--- config.mk ---
export PLATFORM = sky130hd
export DESIGN_NAME = envgate_top
export DESIGN_NICKNAME = d
export VERILOG_FILES = /design/src/rtl/envgate_pkg.sv /design/src/rtl/envgate_decode.sv /design/src/rtl/envgate_perm.sv /design/src/rtl/envgate_regs.sv /design/src/rtl/envgate_top.sv
export SDC_FILE = /design/constraint.sdc
export NUM_CORES = 1
export LEC_CHECK = 0
export ABC_AREA = 1
export BUFFER_PORTS_ARGS = -buffer_cell sky130_fd_sc_hd__buf_2
export CAP_MARGIN = 20
export CORE_ASPECT_RATIO = 1.4
export CORE_MARGIN = 1.5
export CORE_UTILIZATION = 40
export CTS_CLUSTER_DIAMETER = 120
export DETAILED_ROUTE_END_ITERATION = 16
export PLACE_DENSITY = 0.79
export SLEW_MARGIN = 20
export SYNTH_ARGS = -nofsm -noshare
export SYNTH_HDL_FRONTEND = slang
export SYNTH_SLANG_ARGS = --single-unit
export TNS_END_PERCENT = 30
--- constraint.sdc ---
create_clock -name clk -period 2.5 [get_ports clk]
set_input_delay 0.125 -clock clk [delete_from_list [all_inputs] [get_ports clk]]
set_output_delay 0.125 -clock clk [all_outputs]
set_load 0.005 [all_outputs]
--- src/rtl/envgate_pkg.sv ---
package envgate_pkg;

    localparam int REG_W  = 64;
    localparam int HALF_W = REG_W / 2;
    localparam int ADDR_W = 12;

    localparam logic [ADDR_W-1:0] ADR_SCFG  = 12'h10A;
    localparam logic [ADDR_W-1:0] ADR_HCFG  = 12'h60A;
    localparam logic [ADDR_W-1:0] ADR_HCFGH = 12'h61A;
    localparam logic [ADDR_W-1:0] ADR_MEN   = 12'h30C;
    localparam logic [ADDR_W-1:0] ADR_MENH  = 12'h31C;
    localparam logic [ADDR_W-1:0] ADR_HEN   = 12'h60C;
    localparam logic [ADDR_W-1:0] ADR_HENH  = 12'h61C;
    localparam logic [ADDR_W-1:0] ADR_SEN   = 12'h10C;

    localparam int EN_LIVE_BIT = 63;
    localparam int EN_CFG_BIT  = 62;

    localparam logic [REG_W-1:0] EN_WMASK =
        (REG_W'(1) << EN_LIVE_BIT) | (REG_W'(1) << EN_CFG_BIT);
    // fence-ordering bit 0, cache-block invalidate 5:4, clean/flush 6, zero 7
    localparam logic [REG_W-1:0] CFG_LO_WMASK = REG_W'(64'h00F1);
    // page-attribute enable 62, timer-compare enable 63
    localparam logic [REG_W-1:0] CFG_HI_WMASK = REG_W'(64'hC000_0000_0000_0000);

    typedef enum logic [1:0] {
        EXC_NONE    = 2'd0,
        EXC_ILLEGAL = 2'd1,
        EXC_VIRT    = 2'd2
    } exc_e;

    typedef enum logic [1:0] {
        PRIV_U    = 2'd0,
        PRIV_S    = 2'd1,
        PRIV_RSVD = 2'd2,
        PRIV_M    = 2'd3
    } priv_e;

    typedef enum logic [3:0] {
        SEL_NONE, SEL_SCFG, SEL_HCFG, SEL_HCFGH,
        SEL_MEN, SEL_MENH, SEL_HEN, SEL_HENH, SEL_SEN
    } sel_e;

    typedef struct packed {
        logic m_cfg;
        logic h_cfg;
        logic s_cfg;
    } gate_bits_t;

    function automatic logic [REG_W-1:0] merge_masked(
        input logic [REG_W-1:0] old_v,
        input logic [REG_W-1:0] new_v,
        input logic [REG_W-1:0] mask
    );
        return (old_v & ~mask) | (new_v & mask);
    endfunction

    function automatic logic sel_is_gated(input sel_e s);
        return (s == SEL_SCFG) || (s == SEL_HCFG) || (s == SEL_HCFGH);
    endfunction

endpackage

--- src/rtl/envgate_decode.sv ---
module envgate_decode
    import envgate_pkg::*;
(
    input  logic [ADDR_W-1:0] addr,
    output sel_e              sel
);
    always_comb begin
        unique case (addr)
            ADR_SCFG:  sel = SEL_SCFG;
            ADR_HCFG:  sel = SEL_HCFG;
            ADR_HCFGH: sel = SEL_HCFGH;
            ADR_MEN:   sel = SEL_MEN;
            ADR_MENH:  sel = SEL_MENH;
            ADR_HEN:   sel = SEL_HEN;
            ADR_HENH:  sel = SEL_HENH;
            ADR_SEN:   sel = SEL_SEN;
            default:   sel = SEL_NONE;
        endcase
    end
endmodule

--- src/rtl/envgate_perm.sv ---
module envgate_perm
    import envgate_pkg::*;
#(
    parameter bit GATE_EN = 1'b1
) (
    input  sel_e       sel,
    input  priv_e      priv,
    input  logic       virt,
    input  gate_bits_t gate,
    output exc_e       exc
);
    generate
        if (GATE_EN) begin : g_chain
            always_comb begin
                if (sel == SEL_NONE) begin
                    exc = EXC_ILLEGAL;
                end else if (!sel_is_gated(sel)) begin
                    exc = EXC_NONE;
                end else if (!gate.m_cfg) begin
                    exc = EXC_ILLEGAL;
                end else if (virt && !gate.h_cfg) begin
                    exc = EXC_VIRT;
                end else if ((priv == PRIV_U) && !gate.s_cfg) begin
                    exc = EXC_ILLEGAL;
                end else begin
                    exc = EXC_NONE;
                end
            end
        end else begin : g_open
            logic unused_ok;
            assign unused_ok = ^{priv, virt, gate};
            assign exc = (sel == SEL_NONE) ? EXC_ILLEGAL : EXC_NONE;
        end
    endgenerate
endmodule

--- src/rtl/envgate_regs.sv ---
module envgate_regs
    import envgate_pkg::*;
#(
    parameter int XLEN = 64
) (
    input  logic             clk,
    input  logic             rst,
    input  logic             we,
    input  sel_e             sel,
    input  logic [REG_W-1:0] wext,
    output logic [REG_W-1:0] rdata,
    output gate_bits_t       gate
);
    localparam logic [REG_W-1:0] HCFG_WMASK =
        (XLEN == 64) ? (CFG_LO_WMASK | CFG_HI_WMASK) : CFG_LO_WMASK;

    logic [REG_W-1:0] scfg_q, hcfg_q, men_q, hen_q, sen_q;
    logic [REG_W-1:0] whi;

    assign whi = {wext[HALF_W-1:0], {HALF_W{1'b0}}};

    always_ff @(posedge clk) begin
        if (rst) begin
            scfg_q <= '0;
            hcfg_q <= '0;
            men_q  <= '0;
            hen_q  <= '0;
            sen_q  <= '0;
        end else if (we) begin
            unique case (sel)
                SEL_SCFG:  scfg_q <= merge_masked(scfg_q, wext, CFG_LO_WMASK);
                SEL_HCFG:  hcfg_q <= merge_masked(hcfg_q, wext, HCFG_WMASK);
                SEL_HCFGH: hcfg_q <= merge_masked(hcfg_q, whi, CFG_HI_WMASK);
                SEL_MEN:   men_q  <= merge_masked(men_q, wext, EN_WMASK);
                SEL_MENH:  men_q  <= merge_masked(men_q, whi, EN_WMASK);
                SEL_HEN:   hen_q  <= merge_masked(hen_q, wext, EN_WMASK);
                SEL_HENH:  hen_q  <= merge_masked(hen_q, whi, EN_WMASK);
                SEL_SEN:   sen_q  <= merge_masked(sen_q, wext, EN_WMASK);
                default: ;
            endcase
        end
    end

    always_comb begin
        unique case (sel)
            SEL_SCFG:  rdata = scfg_q;
            SEL_HCFG:  rdata = hcfg_q;
            SEL_HCFGH: rdata = {{HALF_W{1'b0}}, hcfg_q[REG_W-1:HALF_W]};
            SEL_MEN:   rdata = men_q;
            SEL_MENH:  rdata = {{HALF_W{1'b0}}, men_q[REG_W-1:HALF_W]};
            SEL_HEN:   rdata = hen_q;
            SEL_HENH:  rdata = {{HALF_W{1'b0}}, hen_q[REG_W-1:HALF_W]};
            SEL_SEN:   rdata = sen_q;
            default:   rdata = '0;
        endcase
    end

    assign gate.m_cfg = men_q[EN_CFG_BIT];
    assign gate.h_cfg = hen_q[EN_CFG_BIT];
    assign gate.s_cfg = sen_q[EN_CFG_BIT];
endmodule

--- src/rtl/envgate_top.sv ---
module envgate_top
    import envgate_pkg::*;
#(
    parameter int XLEN    = 64,
    parameter bit GATE_EN = 1'b1
) (
    input  logic              clk,
    input  logic              rst,
    input  logic              req_valid,
    input  logic              req_write,
    input  logic [ADDR_W-1:0] req_addr,
    input  logic [XLEN-1:0]   req_wdata,
    input  logic [1:0]        req_priv,
    input  logic              req_virt,
    output logic              rsp_valid,
    output logic [XLEN-1:0]   rsp_rdata,
    output logic [1:0]        rsp_exc
);
    sel_e             sel;
    exc_e             exc;
    gate_bits_t       gate_q;
    logic [REG_W-1:0] rd_full;
    logic [REG_W-1:0] wext;
    logic             grant;
    logic             m_en_w, h_en_w, s_en_w;

    assign wext  = REG_W'(req_wdata);
    assign grant = req_valid && (exc == EXC_NONE);

    assign m_en_w = gate_q.m_cfg;
    assign h_en_w = gate_q.h_cfg;
    assign s_en_w = gate_q.s_cfg;

    envgate_decode u_dec (
        .addr (req_addr),
        .sel  (sel)
    );

    envgate_perm #(.GATE_EN(GATE_EN)) u_perm (
        .sel  (sel),
        .priv (priv_e'(req_priv)),
        .virt (req_virt),
        .gate (gate_q),
        .exc  (exc)
    );

    envgate_regs #(.XLEN(XLEN)) u_regs (
        .clk   (clk),
        .rst   (rst),
        .we    (grant && req_write),
        .sel   (sel),
        .wext  (wext),
        .rdata (rd_full),
        .gate  (gate_q)
    );

    always_ff @(posedge clk) begin
        if (rst) begin
            rsp_valid <= 1'b0;
            rsp_rdata <= '0;
            rsp_exc   <= EXC_NONE;
        end else begin
            rsp_valid <= req_valid;
            rsp_exc   <= req_valid ? exc : EXC_NONE;
            rsp_rdata <= grant ? rd_full[XLEN-1:0] : '0;
        end
    end
endmodule

# After elaboration in Yosys (flattened, before gate mapping)
# Index checks and enable logic that the tools add are counted.
dict set report totals {
  regBits 387
  latch_bits 0
  mem_bits_rw 0
  romBits 0
  inputBits 83
  wordCells 65
  n_memories 0
}
dict set report classes {
  n_addsub 0
  multipliers 0
  n_div 0
  magnitude_cmp 0
  n_eq_ne 16
  n_shift 0
  muxes 10
  n_bitwise 10
  n_reduce_logical 21
}
# cell n
set op_table {}
lappend op_table {{$pmux W64 S8} 1}
lappend op_table {{$or A62 B64 Y64} 7}
lappend op_table {{$pmux W64 S2} 3}
lappend op_table {{$or A64 B8 Y64} 1}
lappend op_table {{$eq A12 B11 Y1 const B} 4}
lappend op_table {{$pmux W4 S8} 1}
lappend op_table {{$eq A12 B10 Y1 const B} 2}
lappend op_table {{$eq A12 B9 Y1 const B} 2}
lappend op_table {{$eq A4 B3 Y1 const B} 4}
lappend op_table {{$reduce_and A2 Y1} 5}
lappend op_table {{$eq A4 B2 Y1 const B} 2}
lappend op_table {{$mux W2} 4}
lappend op_table {{$reduce_bool A2 Y1} 3}
lappend op_table {{$eq A4 B1 Y1 const B} 1}
lappend op_table {{$eq A4 B4 Y1 const B} 1}
lappend op_table {{$logic_and A1 B1 Y1} 4}
lappend op_table {{$logic_not A2 Y1} 2}
lappend op_table {{$logic_not A4 Y1} 1}
lappend op_table {{$reduce_or A2 Y1} 2}
lappend op_table {{$logic_not A1 Y1} 2}
lappend op_table {{$logic_or A1 B1 Y1} 2}
lappend op_table {{$not A1 Y1} 2}
lappend op_table {{$mux W1} 1}

# Depth between registers and ports, before layout
dict set report depth {
  depth_word 11
  ltp_mapped 13
  ltp_nobuf 13
}

# Cells and area by module
# From an unflattened synthesis, not the netlist that was laid out.
dict set report hier_totals {
  cells_unflattened 504
  hier_area_um2 3926.3
}
# module instances cells_per_inst area_per_inst_um2 seq_area_each_um2
set by_module_without_submodules {}
lappend by_module_without_submodules {envgate_top 1 209 2098.3 1341.3}
lappend by_module_without_submodules {envgate_regs 1 231 1483.9 360.3}
lappend by_module_without_submodules {envgate_decode 1 50 277.8 0.0}
lappend by_module_without_submodules {envgate_perm 1 14 66.3 0.0}

# Worst setup path after synthesis
# No wires, ideal clock.
dict set report synth_path {
  kind {reg2reg}
  startpoint {reg u_regs.men_q[62]}
  endpoint {reg u_regs.hcfg_q[0]}
  t_arrival_ns 1.279
  t_required_ns 2.385
  setup_slack_ns 1.106
  path_stages_with_launch 8
  n_path_buf 0
  period_less_slack_ns 1.394
  cell_sequence {dfxtp_1 -> inv_1 -> o21ai_0 -> a21oi_4 -> nor2_8 -> nand4_4 -> nor2_1 -> nor2_2}
}
dict set report synth_between {
  elab_chain_len 7
}
# item line
set synth_rtl {}
lappend synth_rtl {{start: declaration} envgate_regs.sv:17} ;# logic [REG_W-1:0] scfg_q, hcfg_q, men_q, hen_q, sen_q;
lappend synth_rtl {{start signal: assignment} envgate_regs.sv:34} ;# SEL_MEN: men_q <= merge_masked(men_q, wext, EN_WMASK);
lappend synth_rtl {{start signal: assignment} envgate_regs.sv:35} ;# SEL_MENH: men_q <= merge_masked(men_q, whi, EN_WMASK);
lappend synth_rtl {{$mux W2} envgate_perm.sv:19} ;# end else if (!gate.m_cfg) begin
lappend synth_rtl {{$mux W2} envgate_perm.sv:17} ;# end else if (!sel_is_gated(sel)) begin
lappend synth_rtl {{$mux W2} envgate_perm.sv:15} ;# if (sel == SEL_NONE) begin
lappend synth_rtl {{$logic_not A2 Y1} envgate_top.sv:28} ;# assign grant = req_valid && (exc == EXC_NONE);
lappend synth_rtl {{$logic_and A1 B1 Y1} envgate_top.sv:28}
lappend synth_rtl {{$logic_and A1 B1 Y1} envgate_top.sv:50} ;# .we (grant && req_write),
lappend synth_rtl {{$reduce_and A2 Y1 (no line)} n/a}
lappend synth_rtl {{end signal: assignment} envgate_regs.sv:32} ;# SEL_HCFG: hcfg_q <= merge_masked(hcfg_q, wext, HCFG_WMASK);
lappend synth_rtl {{end signal: assignment} envgate_regs.sv:33} ;# SEL_HCFGH: hcfg_q <= merge_masked(hcfg_q, whi, CFG_HI_WMASK);
lappend synth_rtl {{end: declaration} envgate_regs.sv:17}
# Every way passes these cells.
# A chain may end at the register's enable or synchronous reset.

# Worst setup path after layout
# Same ends and word-level chain as after synthesis.

==> out/metrics.yaml <==
grt_max_degree: 20
cts_resized: 0
dp_hpwl_um: 3090
grt_usage_pct: 14.3
synth-simple-area-share_pct: 36.7
ys_warn_count: 0
synth_compound_area_share_pct: 7.28
yosys.area.top_type_share_pct: 28.4
skew_ns: 0.00500
slew_violations: 0
crit_chain: "inv_1 -> o21ai_0 -> a21oi_4 -> nor2_8 -> nand4_4 -> nor2_1 -> nor2_2"
slowest_delay_ns: 0.40
ant_nets: 0
synth.avg_cell_area_um2: 6.97
synth_top_cell_by_area: "dfxtp_1"
critPathBufInv: 1
num-fill-cells: 545
synth_xor_area_share_pct: 0
power.density_nw_per_um2: 431
cp.arrival_ns: 1.85
cts_root_buf: "clkbuf_8"
core_um2: 5120
postCtsSetupBuffers: 0
finalSetupViolCount: 0
p_leak_nw: 1.27
path_delay_family: "simple AND/OR/NAND/NOR gates"
cts_hold_buf: 0
wl_um: 3900
status: "complete, no violations"
fin_cells: 413
ys_seq_area_share_pct: 28.4
ir_worst_vdd_mv: 0.172
area_growth_pct: 7.28
drive_gt1_share_pct: 23.9
post-route-cell-area_um2: 2270
synth_cells: 303
final_common_cell: "nand2_1"
insertedDiodeCount: 0
insertion_delay_ns: 0.28
power.total_w: 0.000977
slowest_stage: "o21ai_0"
clock.fmax_mhz: 600
die_area_um2: 5730
cts.clk_slew.worst_paths_ns: 0.06
crit_path_start_kind: "flop"
ios: 150
grt_pass1_wl_um: 6510
synth_area_um2: 2110
synthDistinctLibCells: 28
crit_fanout: 10
final_cell_mix: "nand2_1, conb_1, nor2_1, buf_2, inv_1"
synth_top_family_by_area: "simple AND/OR/NAND/NOR gates"
ys_seq_elements: 30
critPathRequiredTime_ns: 2.68
fin_crit_sh_pct: 66.7
fp.dieW_um: 64.4
period_needed_ns: 1.67
setup_ws_ns: 0.833
antenna_found_initial: 0
clk_path_buf_depth: 2
post-place-ws_ns: 0.810
grt_pass1_vias: 1603
dp_cells: 405
max-cap-violations: 0
routed_via_density: 4.30
via_count: 1776
grt_overflow_total: 0
rsz0062_at_grt: "no"
cp-end-kind: "flop"
ys_top_cells_by_area: "dfxtp_1, buf_4, nand2_1"
cts_tree: "built"
route.detailed.drc: 0
finalNetCount: 429
io_buffer_count: 39
synthAdderAreaFrac_pct: 0
worstSetupPathType: "reg2reg"
cts.sinks: 30
rows: 31
first_pass_iters: 4
placed_cell_area_um2: 2170
hold_class: "in2reg"
wl_per_cell_um: 9.44
tns_ns: 0
cts_buffers: 5
initialDrtViolationCount: 48
hold_viol: 0
h-tree-depth: 2
place_congestion: 0.897
die_y_um: 89
muxShareOfSynthArea_pct: 0
start_util_pct: 41.3
==> power by group <==
group / switching, W / total (W) / internal, W
Combinational: 0.0000660 / 0.0000936 / 0.0000275
Clock: 0.000183 / 0.000403 / 0.000221
Sequential: 0.000000313 / 0.000480 / 0.000480
==> area by class of cell <==
class	count	area (um2)	share of cell area, %
sequential	30	601	26.5
timing repair buffer	39	195	8.61
inverter	42	158	6.95
clock inverter	2	12.5	0.552
multi-input combinational	228	1140	50.1
clock buffer	6	82.6	3.64
tap	66	82.6	3.64
==> kinds of logic after synthesis <==
logic type / Yosys count
DFF: 30
AOI/OAI and AO/OA: 24
other: 1
and+or+nand+nor: 149
buffers and inverters: 99
==> per-layer routing <==
metal,vias to the layer above,global-route usage (%),share of wire (%),routed length (um)
li1,899,-,-,-
met5,-,0,0,0
met1,771,14.1,38,1460
met4,0,7.74,2.7,106
met3,12,2.64,6.8,264
met2,94,27.9,53,2070
==> cells in the mapped netlist <==
cell type	n
nor2_2	12
nand3_4	1
o21ai_1	1
dfxtp_1	30
nor2_1	39
nor2_4	2
nand2_2	2
nand4_1	1
nand2_1	72
nand4_2	4
nor3_1	3
buf_2	1
o21ai_0	7
nor2_8	2
inv_2	5
nand2_4	1
inv_1	37
buf_4	55
o221ai_1	1
nand3_2	2
a21oi_4	2
a221oi_1	1
nand3_1	5
o22ai_1	3
nand4_4	3
buf_1	1
conb_1	1
a21oi_1	9
==> state kept, by name, summed over array words and instances, names as in the netlist <==
register       flops
u_regs.hcfg_q      7
u_regs.scfg_q      5
rsp_exc            2
rsp_rdata          9
u_regs.sen_q       2
u_regs.men_q       2
rsp_valid          1
u_regs.hen_q       2
==> per-stage QoR <==
stage | hold slack (ns) | util [%]
6_report | 0.0487 | 44.3
4_1_cts | 0.0478 | 44.3
5_1_grt | 0.0529 | 44.3
3_5_place_dp | 0.344 | 42.4
3_3_place_gp | 0.346 | 42.4
2_1_floorplan | 0.197 | -
==> worst paths after layout <==
kind,from,to,cells after the start,slack [ns]
worst min-delay path,rst,rsp_valid,2,0.05
worst max register to register,u_regs.men_q[62],u_regs.hcfg_q[0],7,0.83
worst max-delay path,u_regs.men_q[62],u_regs.hcfg_q[0],7,0.83
worst min register to register,u_regs.scfg_q[0],rsp_rdata[0],2,0.48
No activity file was read; power rests on OpenSTA's default activity.
